`config.mk`:
```
export PLATFORM = sky130hd
export DESIGN_NAME = ow_rom_responder
export DESIGN_NICKNAME = d
export VERILOG_FILES = /design/src/rtl/ow_rom_pkg.sv /design/src/rtl/crc8_serial.sv /design/src/rtl/id_crc_check.sv /design/src/rtl/rom_cmd_ctrl.sv /design/src/rtl/ow_rom_responder.sv
export SDC_FILE = /design/constraint.sdc
export NUM_CORES = 1
export LEC_CHECK = 0
export BUFFER_PORTS_ARGS = -buffer_cell sky130_fd_sc_hd__buf_2
export CAP_MARGIN = 0
export CORE_UTILIZATION = 40
export CTS_CLUSTER_DIAMETER = 50
export DETAILED_ROUTE_END_ITERATION = 16
export PLACE_DENSITY = 0.68
export SYNTH_ARGS = -nofsm -noshare
export SYNTH_HDL_FRONTEND = slang
export SYNTH_SLANG_ARGS = --single-unit
export TNS_END_PERCENT = 50
```
`constraint.sdc`:
```
create_clock -name clk -period 2.2 [get_ports clk]
set_input_delay 0.44 -clock clk [delete_from_list [all_inputs] [get_ports clk]]
set_output_delay 0.44 -clock clk [all_outputs]
set_load 0.05 [all_outputs]
```
`src/rtl/ow_rom_pkg.sv`:
```
// Package: shared types and default codes for the ROM command responder.
// Assumes the command byte is 8 bits wide; codes may be overridden by parameters.
package ow_rom_pkg;

    // Network-layer states of the responder
    typedef enum logic [2:0] {
        ST_IDLE  = 3'd0,   // waiting for a bus reset; everything ignored
        ST_CMD   = 3'd1,   // collecting the command byte
        ST_READ  = 3'd2,   // sending the identity
        ST_MATCH = 3'd3,   // comparing the master's identity
        ST_MEM   = 3'd4    // memory layer granted
    } rom_state_t;

    localparam logic [7:0] CMD_READ_DEF  = 8'h33;
    localparam logic [7:0] CMD_SKIP_DEF  = 8'hCC;
    localparam logic [7:0] CMD_MATCH_DEF = 8'h55;

    // Reflected form of x^8 + x^5 + x^4 + 1
    localparam logic [7:0] CRC8_POLY_REFL = 8'h8C;

endpackage

```
`src/rtl/crc8_serial.sv`:
```
// Module: bit-serial reflected CRC shift register.
// Shifts one bit per enabled cycle, LSB-first data. Assumes the register is
// cleared by reset before a new computation starts.
module crc8_serial #(
    parameter int              W    = 8,
    parameter logic [W-1:0]    POLY = 8'h8C
) (
    input  logic         clk,
    input  logic         rst_n,
    input  logic         en,
    input  logic         din,
    output logic [W-1:0] crc
);

    logic         fb;
    logic [W-1:0] crc_nxt;

    assign fb = crc[0] ^ din;

    // One stage per register bit: shift toward bit 0, fold in feedback at taps
    for (genvar i = 0; i < W; i++) begin : g_stage
        if (i == W - 1) begin : g_top
            assign crc_nxt[i] = fb & POLY[i];
        end else begin : g_mid
            assign crc_nxt[i] = crc[i+1] ^ (fb & POLY[i]);
        end
    end

    // Register update: clear on reset, shift when enabled
    always_ff @(posedge clk) begin
        if (!rst_n)  crc <= '0;
        else if (en) crc <= crc_nxt;
    end

endmodule

```
`src/rtl/id_crc_check.sv`:
```
// Module: identity self-check sequencer.
// After reset it feeds all ID_W identity bits, bit 0 first, one per cycle
// into a serial CRC register, then reports done and whether the residue is 0.
// Assumes the identity is a constant for the life of the device.
module id_crc_check
    import ow_rom_pkg::*;
#(
    parameter int                ID_W = 64,
    parameter logic [ID_W-1:0]   ID   = '0
) (
    input  logic clk,
    input  logic rst_n,
    output logic done,
    output logic ok
);

    localparam int CNT_W = $clog2(ID_W);
    localparam int IDX_W = CNT_W + 1;
    localparam logic [IDX_W-1:0] IDX_END = IDX_W'(ID_W);

    logic [IDX_W-1:0] idx;
    logic [7:0]       residue;
    logic             feed;

    assign feed = (idx != IDX_END);
    assign done = !feed;
    assign ok   = done && (residue == 8'h00);

    // Bit pointer: walks the identity once after reset, then parks
    always_ff @(posedge clk) begin
        if (!rst_n)    idx <= '0;
        else if (feed) idx <= idx + 1'b1;
    end

    crc8_serial #(
        .W    (8),
        .POLY (CRC8_POLY_REFL)
    ) u_crc (
        .clk   (clk),
        .rst_n (rst_n),
        .en    (feed),
        .din   (ID[idx[CNT_W-1:0]]),
        .crc   (residue)
    );


    check_sticky_chk: assert property (@(posedge clk) disable iff (!rst_n)
        done |=> (done && $stable(ok)));

endmodule

```
`src/rtl/rom_cmd_ctrl.sv`:
```
// Module: ROM command state machine.
// Collects the command byte after each bus reset and then sends the identity,
// compares a received identity, or grants memory access. Assumes the bit layer
// gives at most one of rx_valid / tx_req per cycle and single-cycle pulses.
module rom_cmd_ctrl
    import ow_rom_pkg::*;
#(
    parameter int                ID_W      = 64,
    parameter int                CMD_W     = 8,
    parameter logic [ID_W-1:0]   ID        = '0,
    parameter logic [CMD_W-1:0]  CMD_READ  = CMD_READ_DEF,
    parameter logic [CMD_W-1:0]  CMD_SKIP  = CMD_SKIP_DEF,
    parameter logic [CMD_W-1:0]  CMD_MATCH = CMD_MATCH_DEF
) (
    input  logic clk,
    input  logic rst_n,
    input  logic bus_reset,
    input  logic rx_valid,
    input  logic rx_bit,
    input  logic tx_req,
    output logic tx_bit,
    output logic tx_active,
    output logic mem_en
);

    localparam int CNT_W  = $clog2(ID_W);
    localparam int CCNT_W = $clog2(CMD_W);
    localparam logic [CNT_W-1:0]  LAST_ID  = CNT_W'(ID_W - 1);
    localparam logic [CCNT_W-1:0] LAST_CMD = CCNT_W'(CMD_W - 1);

    rom_state_t        state;
    logic [CNT_W-1:0]  bit_idx;
    logic [CCNT_W-1:0] cmd_idx;
    logic [CMD_W-1:0]  cmd_sr;
    logic [CMD_W-1:0]  cmd_full;
    logic              id_bit;

    assign cmd_full  = {rx_bit, cmd_sr[CMD_W-1:1]};
    assign id_bit    = ID[bit_idx];
    assign tx_active = (state == ST_READ);
    assign tx_bit    = (state == ST_READ) ? id_bit : 1'b1;
    assign mem_en    = (state == ST_MEM);

    // State, counters and command shifter; bus reset overrides everything
    always_ff @(posedge clk) begin
        if (!rst_n) begin
            state   <= ST_IDLE;
            bit_idx <= '0;
            cmd_idx <= '0;
            cmd_sr  <= '0;
        end else if (bus_reset) begin
            state   <= ST_CMD;
            bit_idx <= '0;
            cmd_idx <= '0;
            cmd_sr  <= '0;
        end else begin
            case (state)
                ST_CMD: if (rx_valid) begin
                    cmd_sr  <= cmd_full;
                    cmd_idx <= cmd_idx + 1'b1;
                    if (cmd_idx == LAST_CMD) begin
                        bit_idx <= '0;
                        if      (cmd_full == CMD_READ)  state <= ST_READ;
                        else if (cmd_full == CMD_SKIP)  state <= ST_MEM;
                        else if (cmd_full == CMD_MATCH) state <= ST_MATCH;
                        else                            state <= ST_IDLE;
                    end
                end
                ST_READ: if (tx_req) begin
                    bit_idx <= bit_idx + 1'b1;
                    if (bit_idx == LAST_ID) state <= ST_MEM;
                end
                ST_MATCH: if (rx_valid) begin
                    bit_idx <= bit_idx + 1'b1;
                    if (rx_bit != id_bit)       state <= ST_IDLE;
                    else if (bit_idx == LAST_ID) state <= ST_MEM;
                end
                default: ;
            endcase
        end
    end


    busrst_clears_chk: assert property (@(posedge clk) disable iff (!rst_n)
        bus_reset |=> (!mem_en && !tx_active));


    grant_on_bit_chk: assert property (@(posedge clk) disable iff (!rst_n)
        $rose(mem_en) |-> $past(rx_valid || tx_req));


    mismatch_drop_chk: assert property (@(posedge clk) disable iff (!rst_n)
        (state == ST_MATCH && rx_valid && !bus_reset && (rx_bit != id_bit))
            |=> (!mem_en && !tx_active));


    txbit_hold_chk: assert property (@(posedge clk) disable iff (!rst_n)
        (tx_active && !tx_req && !bus_reset) |=> $stable(tx_bit));


    release_idle_chk: assert property (@(posedge clk) disable iff (!rst_n)
        (!tx_active && !bus_reset && tx_req) |=> !tx_active);

endmodule

```
`src/rtl/ow_rom_responder.sv`:
```
// Module: top of the single-wire ROM command and identity responder.
// Joins the command state machine and the identity self-check. Assumes an
// external bit layer provides reset, write-bit and read-slot pulses.
module ow_rom_responder
    import ow_rom_pkg::*;
#(
    parameter int                ID_W      = 64,
    parameter int                CMD_W     = 8,
    parameter logic [ID_W-1:0]   ID        = 64'hA200_0000_01B8_1C02,
    parameter logic [CMD_W-1:0]  CMD_READ  = CMD_READ_DEF,
    parameter logic [CMD_W-1:0]  CMD_SKIP  = CMD_SKIP_DEF,
    parameter logic [CMD_W-1:0]  CMD_MATCH = CMD_MATCH_DEF
) (
    input  logic clk,
    input  logic rst_n,
    input  logic bus_reset,
    input  logic rx_valid,
    input  logic rx_bit,
    input  logic tx_req,
    output logic tx_bit,
    output logic tx_active,
    output logic mem_en,
    output logic id_check_done,
    output logic id_crc_ok
);

    rom_cmd_ctrl #(
        .ID_W      (ID_W),
        .CMD_W     (CMD_W),
        .ID        (ID),
        .CMD_READ  (CMD_READ),
        .CMD_SKIP  (CMD_SKIP),
        .CMD_MATCH (CMD_MATCH)
    ) u_ctrl (
        .clk       (clk),
        .rst_n     (rst_n),
        .bus_reset (bus_reset),
        .rx_valid  (rx_valid),
        .rx_bit    (rx_bit),
        .tx_req    (tx_req),
        .tx_bit    (tx_bit),
        .tx_active (tx_active),
        .mem_en    (mem_en)
    );

    id_crc_check #(
        .ID_W (ID_W),
        .ID   (ID)
    ) u_idchk (
        .clk   (clk),
        .rst_n (rst_n),
        .done  (id_check_done),
        .ok    (id_crc_ok)
    );


    idle_after_reset_chk: assert property (@(posedge clk)
        !rst_n |=> (!mem_en && !tx_active));

endmodule

```
==> flow_metrics.env, run 1 <==
export IMPL_holdBufCountCts=0
export IMPL_via_count=1886
export IMPL_seq_area_frac_synth_pct=35.8
export IMPL_syn_num_nets=255
export IMPL_cts_buffers=5
export IMPL_switchingPower_uw=343
export IMPL_rrSetupSlack_ns=0.17
export IMPL_wirelength_um=4490
export IMPL_p_int_mw=1.07
export IMPL_mappedNetlistArea_sq_um=2010
export IMPL_synth_top_cell_area_share_pct=35.8
export IMPL_path_cells="nor4_4, nand2_2, inv_4, and3_2, buf_4"
export IMPL_power_frac_clock_pct=41.1
export IMPL_relSlewSlack_pct=58.4
export IMPL_die_w_um=72.9
export IMPL_crit_family="simple AND/OR/NAND/NOR gates"
export IMPL_synth_warnings=0
export IMPL_clkSinkCount=36
export IMPL_first_pass_iters=4
export IMPL_power_mw=1.41
export IMPL_fmax_ghz=0.479
export IMPL_num_io_pins=11
export IMPL_synthTopCellsByCount="nand2_1 (42), dfxtp_1 (36), a21oi_1 (26)"
export IMPL_row_count=25
export IMPL_synth_largest_area_cell="dfxtp_1"
export IMPL_synth_most_common_cell="nand2_1"
export IMPL_start_util_pct=42.1
export IMPL_ys_async_sr_fraction_pct=0
export IMPL_multi_input_area_sq_um=1240
export IMPL_peakVddDrop_v=0.000559
export IMPL_grt_pass1_wl_um=7720
export IMPL_clockBufferDepth=2
export IMPL_worst_pin_slew_ns=0.621
export IMPL_finalCriticalPeriod_ns=2.09
export IMPL_seq_area_sq_um=721
export IMPL_finalSetupTns_ns=0
export IMPL_rsz0062_at_grt="false"
export IMPL_combPwrFrac_pct=10.1
export IMPL_portBuffers=10
export IMPL_drt_iter0_markers=156
export IMPL_area_growth_pct=16.9
export IMPL_critPathCaptureType="output port"
export IMPL_cts_root_buf="clkbuf_8"
export IMPL_dp_cells=324
export IMPL_grt_total_usage_pct=18.7
export IMPL_wl_per_cell_um=13.5
export IMPL_ys_flop_type="dfxtp_1"
export IMPL_drv_cap=0
export IMPL_die_area_sq_um=5320
export IMPL_leakage_nw=0.878
export IMPL_hold_viol=0
export IMPL_nets=276
export IMPL_postRouteAntennaNets=0
export IMPL_p_seq_share_pct=48.8
export IMPL_hpwl_um=3190
export IMPL_synthCells=244
export IMPL_hp_class="input pin to flop"
export IMPL_clk_latency_ns=0.29
export IMPL_ys_ff_latch=36
export IMPL_critPathMaxFanout=8
export IMPL_critical_path_buf_inv_count=2
export IMPL_synthTopCellsByArea="dfxtp_1 (36%), nand2_1 (7.8%), a21oi_1 (6.5%)"
export IMPL_clkTransAtPathRegs_ns=0.07
export IMPL_overflow=0
export IMPL_core_sq_um=4790
export IMPL_setup_violations=0
export IMPL_final_cells=333
export IMPL_num_antenna_cells=0
export IMPL_first_global_vias=1720
export IMPL_slowest_delay_ns=0.39
export IMPL_antenna_found_initial=0
export IMPL_cp_data_required_time_ns=1.76
export IMPL_outcome="finished clean"
export IMPL_critPathKind="flop to output port"
export IMPL_avgSynthCellArea_sq_um=8.25
export IMPL_worst_clock_skew_ns=0.00518
export IMPL_drc=0
export IMPL_final_max_slew_violation_count=0
export IMPL_fin_crit_sh_pct=94.9
export IMPL_viasPerCell=5.66
export IMPL_power_per_cell_area_nw_per_um2=601
export IMPL_cts_tree="built"
export IMPL_start_kind="flop"
export IMPL_crit_arrival_ns=1.65
export IMPL_drive_above_1_share_pct=19.2
export IMPL_gp_congestion=0.868
export IMPL_fill_cells=467
export IMPL_yosysUniqueCellTypes=55
export IMPL_p_sw_share_pct=24.3
export IMPL_die_h_um=72.9
export IMPL_grt_max_degree=18
export IMPL_crit_slowest_cell="dfxtp_1"
export IMPL_cts_htree_levels=2
export IMPL_synth_edf_count=0
export IMPL_whs_ns=0.448
worst min-delay path, delay by kind of cell:
family,cells,cell delay (ns)
AOI/OAI and AO/OA,1,0.06
and+or+nand+nor,1,0.06
buffers and inverters,1,0.13
power by group through the flow:
stage               combinational (mW)  clock [mW]  sequential [mW]
floorplan                       0.0983           0            0.702
global placement                 0.136           0            0.705
detailed placement               0.138           0            0.705
CTS                              0.139       0.603            0.690
global route                     0.160       0.631            0.693
finish                           0.143       0.581            0.691
metrics by stage:
step | worst slack, ns | area (sq um) | util [%]
finish | 0.112 | 2350 | 49.2
detailed placement | 0.0706 | 2200 | 45.9
global route | 0.00814 | 2350 | 49.2
global placement | 0.121 | 2200 | 45.9
floorplan | 0.0689 | 2020 | -
CTS | 0.0363 | 2310 | 48.3
final timing paths:
kind	to	start	cells after the start
min	u_ctrl.cmd_sr[7]$_SDFFE_PP0P_	rx_bit	3
max	id_crc_ok	u_idchk.idx[2]$_SDFFE_PN0N_	5
min reg2reg	u_ctrl.cmd_idx[2]$_SDFFE_PP0P_	u_ctrl.cmd_idx[2]$_SDFFE_PP0P_	2
max reg2reg	u_ctrl.id_bit$_DFF_P_	u_ctrl.cmd_idx[0]$_SDFFE_PP0P_	9
cell families (layout without fill, tap and decap cells):
family	count (synthesis)	in the layout	share of synthesized area, %
DFF	36	36	35.8
buffers and inverters	20	42	4.41
and+or+nand+nor	111	111	30.0
adders and majority gates	5	5	3.11
xor gates and xnor gates	10	10	4.35
muxes	2	2	1.68
AOI/OAI and AO/OA	60	60	20.7
sequential cells by signal, summed over array words and instances, names as in the netlist:
name               flops
u_idchk.idx            7
u_ctrl.id_bit          1
u_ctrl.state           3
u_idchk.u_crc.din      1
u_ctrl.bit_idx         6
u_ctrl.cmd_idx         3
u_idchk.u_crc.crc      8
u_ctrl.cmd_sr          7
per-layer routing:
metal | track usage (%) | vias up | share of wire [%]
met2 | 29.6 | 58 | 46
met3 | 5.11 | 4 | 5.1
met5 | 0 | - | 0
li1 | - | 939 | -
met1 | 24.6 | 885 | 47
met4 | 6.32 | 0 | 1.1
cell type report:
type                       count  share of cell area, %
clock buffer                   5                   2.92
clock inverter                 3                   1.81
inverter                       9                   1.54
multi-input combinational    188                   52.5
sequential                    36                   30.6
tap                           67                   3.56
timing repair buffer          25                   7.02
layout by cell type (no fill, tap or decap), types with 4 or more instances in the layout:
master    instances
inv_1             7
ha_1              5
nor4_1            5
nor2_1           10
nor4bb_1          4
o21ai_0           7
dfxtp_1          36
buf_2             9
clkbuf_8          5
xnor2_1           7
and3_1            9
a21oi_1          25
buf_4            16
nor3_1            4
nand2_1          41
nand3_1           8
what timing repair did:
| item | CTS | global route |
|---|---|---|
| cloned | 0 | 0 |
| setup endpoints to repair | 1 | 3 |
| resized for setup | 2 | 7 |
| pin swaps | 0 | 1 |
| buffers inserted | 0 | 1 |
Note: power is estimated with default switching activity, not from simulation.
==> inputs of run 2 (changes only) <==
Settings changed: CTS_BUF_LIST set to sky130_fd_sc_hd__clkbuf_8, SYNTH_HIERARCHICAL set to 1.
==> flow_metrics.env, run 2 <==
export IMPL_final_cells=333
export IMPL_violations="setup timing"
export IMPL_largest_register="u_idchk/u_crc/crc"
export IMPL_clkTransAtPathRegs_ns=0.07
export IMPL_area_growth_pct=16.6
export IMPL_grt_total_usage_pct=17.6
export IMPL_synth_largest_area_cell="dfxtp_1"
export IMPL_first_pass_iters=4
export IMPL_critPathKind="flop to flop"
export IMPL_via_count=1748
export IMPL_critical_path_buf_inv_count=0
export IMPL_clk_latency_ns=0.29
export IMPL_synth_top_cell_area_share_pct=34.9
export IMPL_wl_per_cell_um=12.4
export IMPL_synth_edf_count=0
export IMPL_gp_congestion=0.835
export IMPL_worst_pin_slew_ns=0.497
export IMPL_dp_slack_ns=-0.121
export IMPL_num_antenna_cells=0
export IMPL_holdBufCountCts=0
export IMPL_start_kind="flop"
export IMPL_fill_cells=473
export IMPL_drv_cap=0
export IMPL_cts_root_buf="clkbuf_8"
export IMPL_path_cells="ha_4, ha_4, o211ai_1, a21o_1, or3_4, a21oi_4, nor3_2, or4_1, a32o_1"
export IMPL_grt_pass1_wl_um=7290
export IMPL_finalInstanceArea_sq_um=2410
export IMPL_ys_flop_type="dfxtp_1"
export IMPL_grt_max_degree=23
export IMPL_critPathMaxFanout=5
export IMPL_first_global_vias=1663
export IMPL_wirelength_um=4140
export IMPL_mostFrequentLayoutCell="dfxtp_1"
export IMPL_num_io_pins=11
export IMPL_synth_most_common_cell="dfxtp_1"
export IMPL_drc=0
export IMPL_synthCells=237
export IMPL_most_common_layout_cells="dfxtp_1 (32), nand2_1 (30), buf_4 (27)"
export IMPL_row_count=25
export IMPL_finalCriticalPeriod_ns=2.33
export IMPL_fmax_ghz=0.428
export IMPL_top_regs="u_idchk/u_crc/crc: 8 flops, u_ctrl/cmd_sr: 7 flops, u_idchk/idx: 7 flops"
export IMPL_power_mw=1.30
export IMPL_cts_tree="built"
export IMPL_crit_path_frequent_cell="ha_4"
export IMPL_peakVddDrop_v=0.000456
export IMPL_synthTopCellsByArea="dfxtp_1 (35%), nand2_1 (5.5%), a21oi_1 (4.4%)"
export IMPL_worst_clock_skew_ns=0.00499
export IMPL_viasPerCell=5.25
export IMPL_drive_above_1_share_pct=23.7
export IMPL_ys_async_sr_fraction_pct=0
export IMPL_hold_viol=0
export IMPL_seq_area_frac_synth_pct=34.9
export IMPL_relSlewSlack_pct=66.8
export IMPL_fin_crit_sh_pct=106
export IMPL_finalSetupTns_ns=-0.135
export IMPL_cts_buffers=5
export IMPL_clockBufferDepth=2
export IMPL_die_w_um=73.8
export IMPL_ys_ff_latch=36
export IMPL_largest_register_ffs=8
export IMPL_rrSetupSlack_ns=-0.13
export IMPL_synth_warnings=6
export IMPL_critPathCaptureType="flop"
export IMPL_synthTopCellsByCount="dfxtp_1 (36), nand2_1 (30), a21oi_1 (18)"
export IMPL_core_sq_um=4850
export IMPL_clkSinkCount=36
export IMPL_hp_class="input pin to flop"
export IMPL_overflow=0
export IMPL_cp_data_required_time_ns=2.38
export IMPL_fin_ws_ns=-0.135
export IMPL_start_util_pct=42.6
export IMPL_die_h_um=73.8
export IMPL_nets=276
export IMPL_portBuffers=10
export IMPL_placed_cell_area_sq_um=2300
export IMPL_rsz0062_at_grt="true"
export IMPL_whs_ns=0.430
export IMPL_crit_family="simple AND/OR/NAND/NOR gates"
export IMPL_dp_cells=324
export IMPL_avgSynthCellArea_sq_um=8.71
export IMPL_syn_num_nets=248
export IMPL_yosysUniqueCellTypes=53
export IMPL_outcome="finished, violations left"
export IMPL_leakage_nw=0.967
export IMPL_mappedNetlistArea_sq_um=2060
export IMPL_die_area_sq_um=5450
export IMPL_hpwl_um=3060
export IMPL_crit_arrival_ns=2.52
export IMPL_crit_slowest_cell="or4_1"
export IMPL_utilization_pct=49.7
export IMPL_final_max_slew_violation_count=0
export IMPL_antenna_found_initial=0
export IMPL_power_per_cell_area_nw_per_um2=540
export IMPL_drt_iter0_markers=134
export IMPL_postRouteAntennaNets=0
export IMPL_slowest_delay_ns=0.46
export IMPL_setup_violations=1
export IMPL_cts_htree_levels=2
-- run 2: cell count changes after synthesis, sizes merged, moves of 3 or more --
cell,change
o2111ai,-3
buf,+6
nand2,-12
mux2i,+5
nand3,-3
and3,-4
a21oi,-7
nor2b,+4
xor2,+4
nand3b,+7
a211oi,-3
-- run 2: metal layers --
| layer | routed length (um) | share of wire (%) | up-vias | global-route usage [%] |
|---|---|---|---|---|
| met3 | 141 | 3.4 | 5 | 4.53 |
| met5 | 0 | 0 | - | 0 |
| met4 | 51 | 1.2 | 0 | 5.77 |
| met2 | 1900 | 46 | 27 | 28.8 |
| met1 | 2050 | 49 | 813 | 22.5 |
| li1 | - | - | 903 | - |
-- run 2: area by class of cell --
| cell class | count | area [sq um] | share of cell area, % |
|---|---|---|---|
| Inverter | 8 | 31.3 | 1.30 |
| Clock buffer | 5 | 68.8 | 2.86 |
| Clock inverter | 3 | 18.8 | 0.780 |
| Multi-Input combinational cell | 177 | 1220 | 50.8 |
| Tap cell | 67 | 83.8 | 3.48 |
| Sequential cell | 36 | 726 | 30.1 |
| Timing Repair Buffer | 37 | 255 | 10.6 |
-- run 2: logic make-up (layout without fill, tap and decap cells) --
group / Yosys count / count (layout) / synth area share (%)
multiplexers: 6 / 6 / 2.91
flip-flops: 36 / 36 / 34.9
XOR/XNOR: 12 / 12 / 5.09
AND/OR/NAND/NOR: 108 / 108 / 31.9
AO/OA/AOI/OAI: 46 / 46 / 14.6
buffers and inverters: 24 / 53 / 7.52
adder cells (fa/ha/maj): 5 / 5 / 3.03
-- run 2: tightest hold or removal path: stages --
cell and delay [ns]:
buf_2 0.10, a2111oi_0 0.06, nor2b_1 0.09
-- run 2: report_power, final --
| part | internal, mW | switching (mW) | leakage, nW | total [mW] |
|---|---|---|---|---|
| sequential | 0.672 | 0.0244 | 0.294 | 0.696 |
| clock | 0.220 | 0.242 | 0.0479 | 0.463 |
| combinational | 0.0684 | 0.0738 | 0.626 | 0.142 |
| total | 0.960 | 0.341 | 0.967 | 1.30 |
-- run 2: worst paths after layout --
path / from / end / cells after the start
setup / recovery: u_ctrl/cmd_idx[1]$_SDFFE_PP0P_ / u_ctrl/id_bit$_DFF_P_ / 9
hold / removal: bus_reset / u_ctrl/state[0]$_SDFFE_PN0P_ / 3
setup reg to reg: u_ctrl/cmd_idx[1]$_SDFFE_PP0P_ / u_ctrl/id_bit$_DFF_P_ / 9
hold reg to reg: u_ctrl/cmd_sr[1]$_SDFFE_PP0P_ / u_ctrl/cmd_sr[1]$_SDFFE_PP0P_ / 2
-- run 2: repair_timing --
action / in CTS / in global routing
gates resized for setup: 0 / 5
endpoints found under the setup margin: 1 / 4
buffers inserted: 1 / 0
pin swaps: 1 / 1
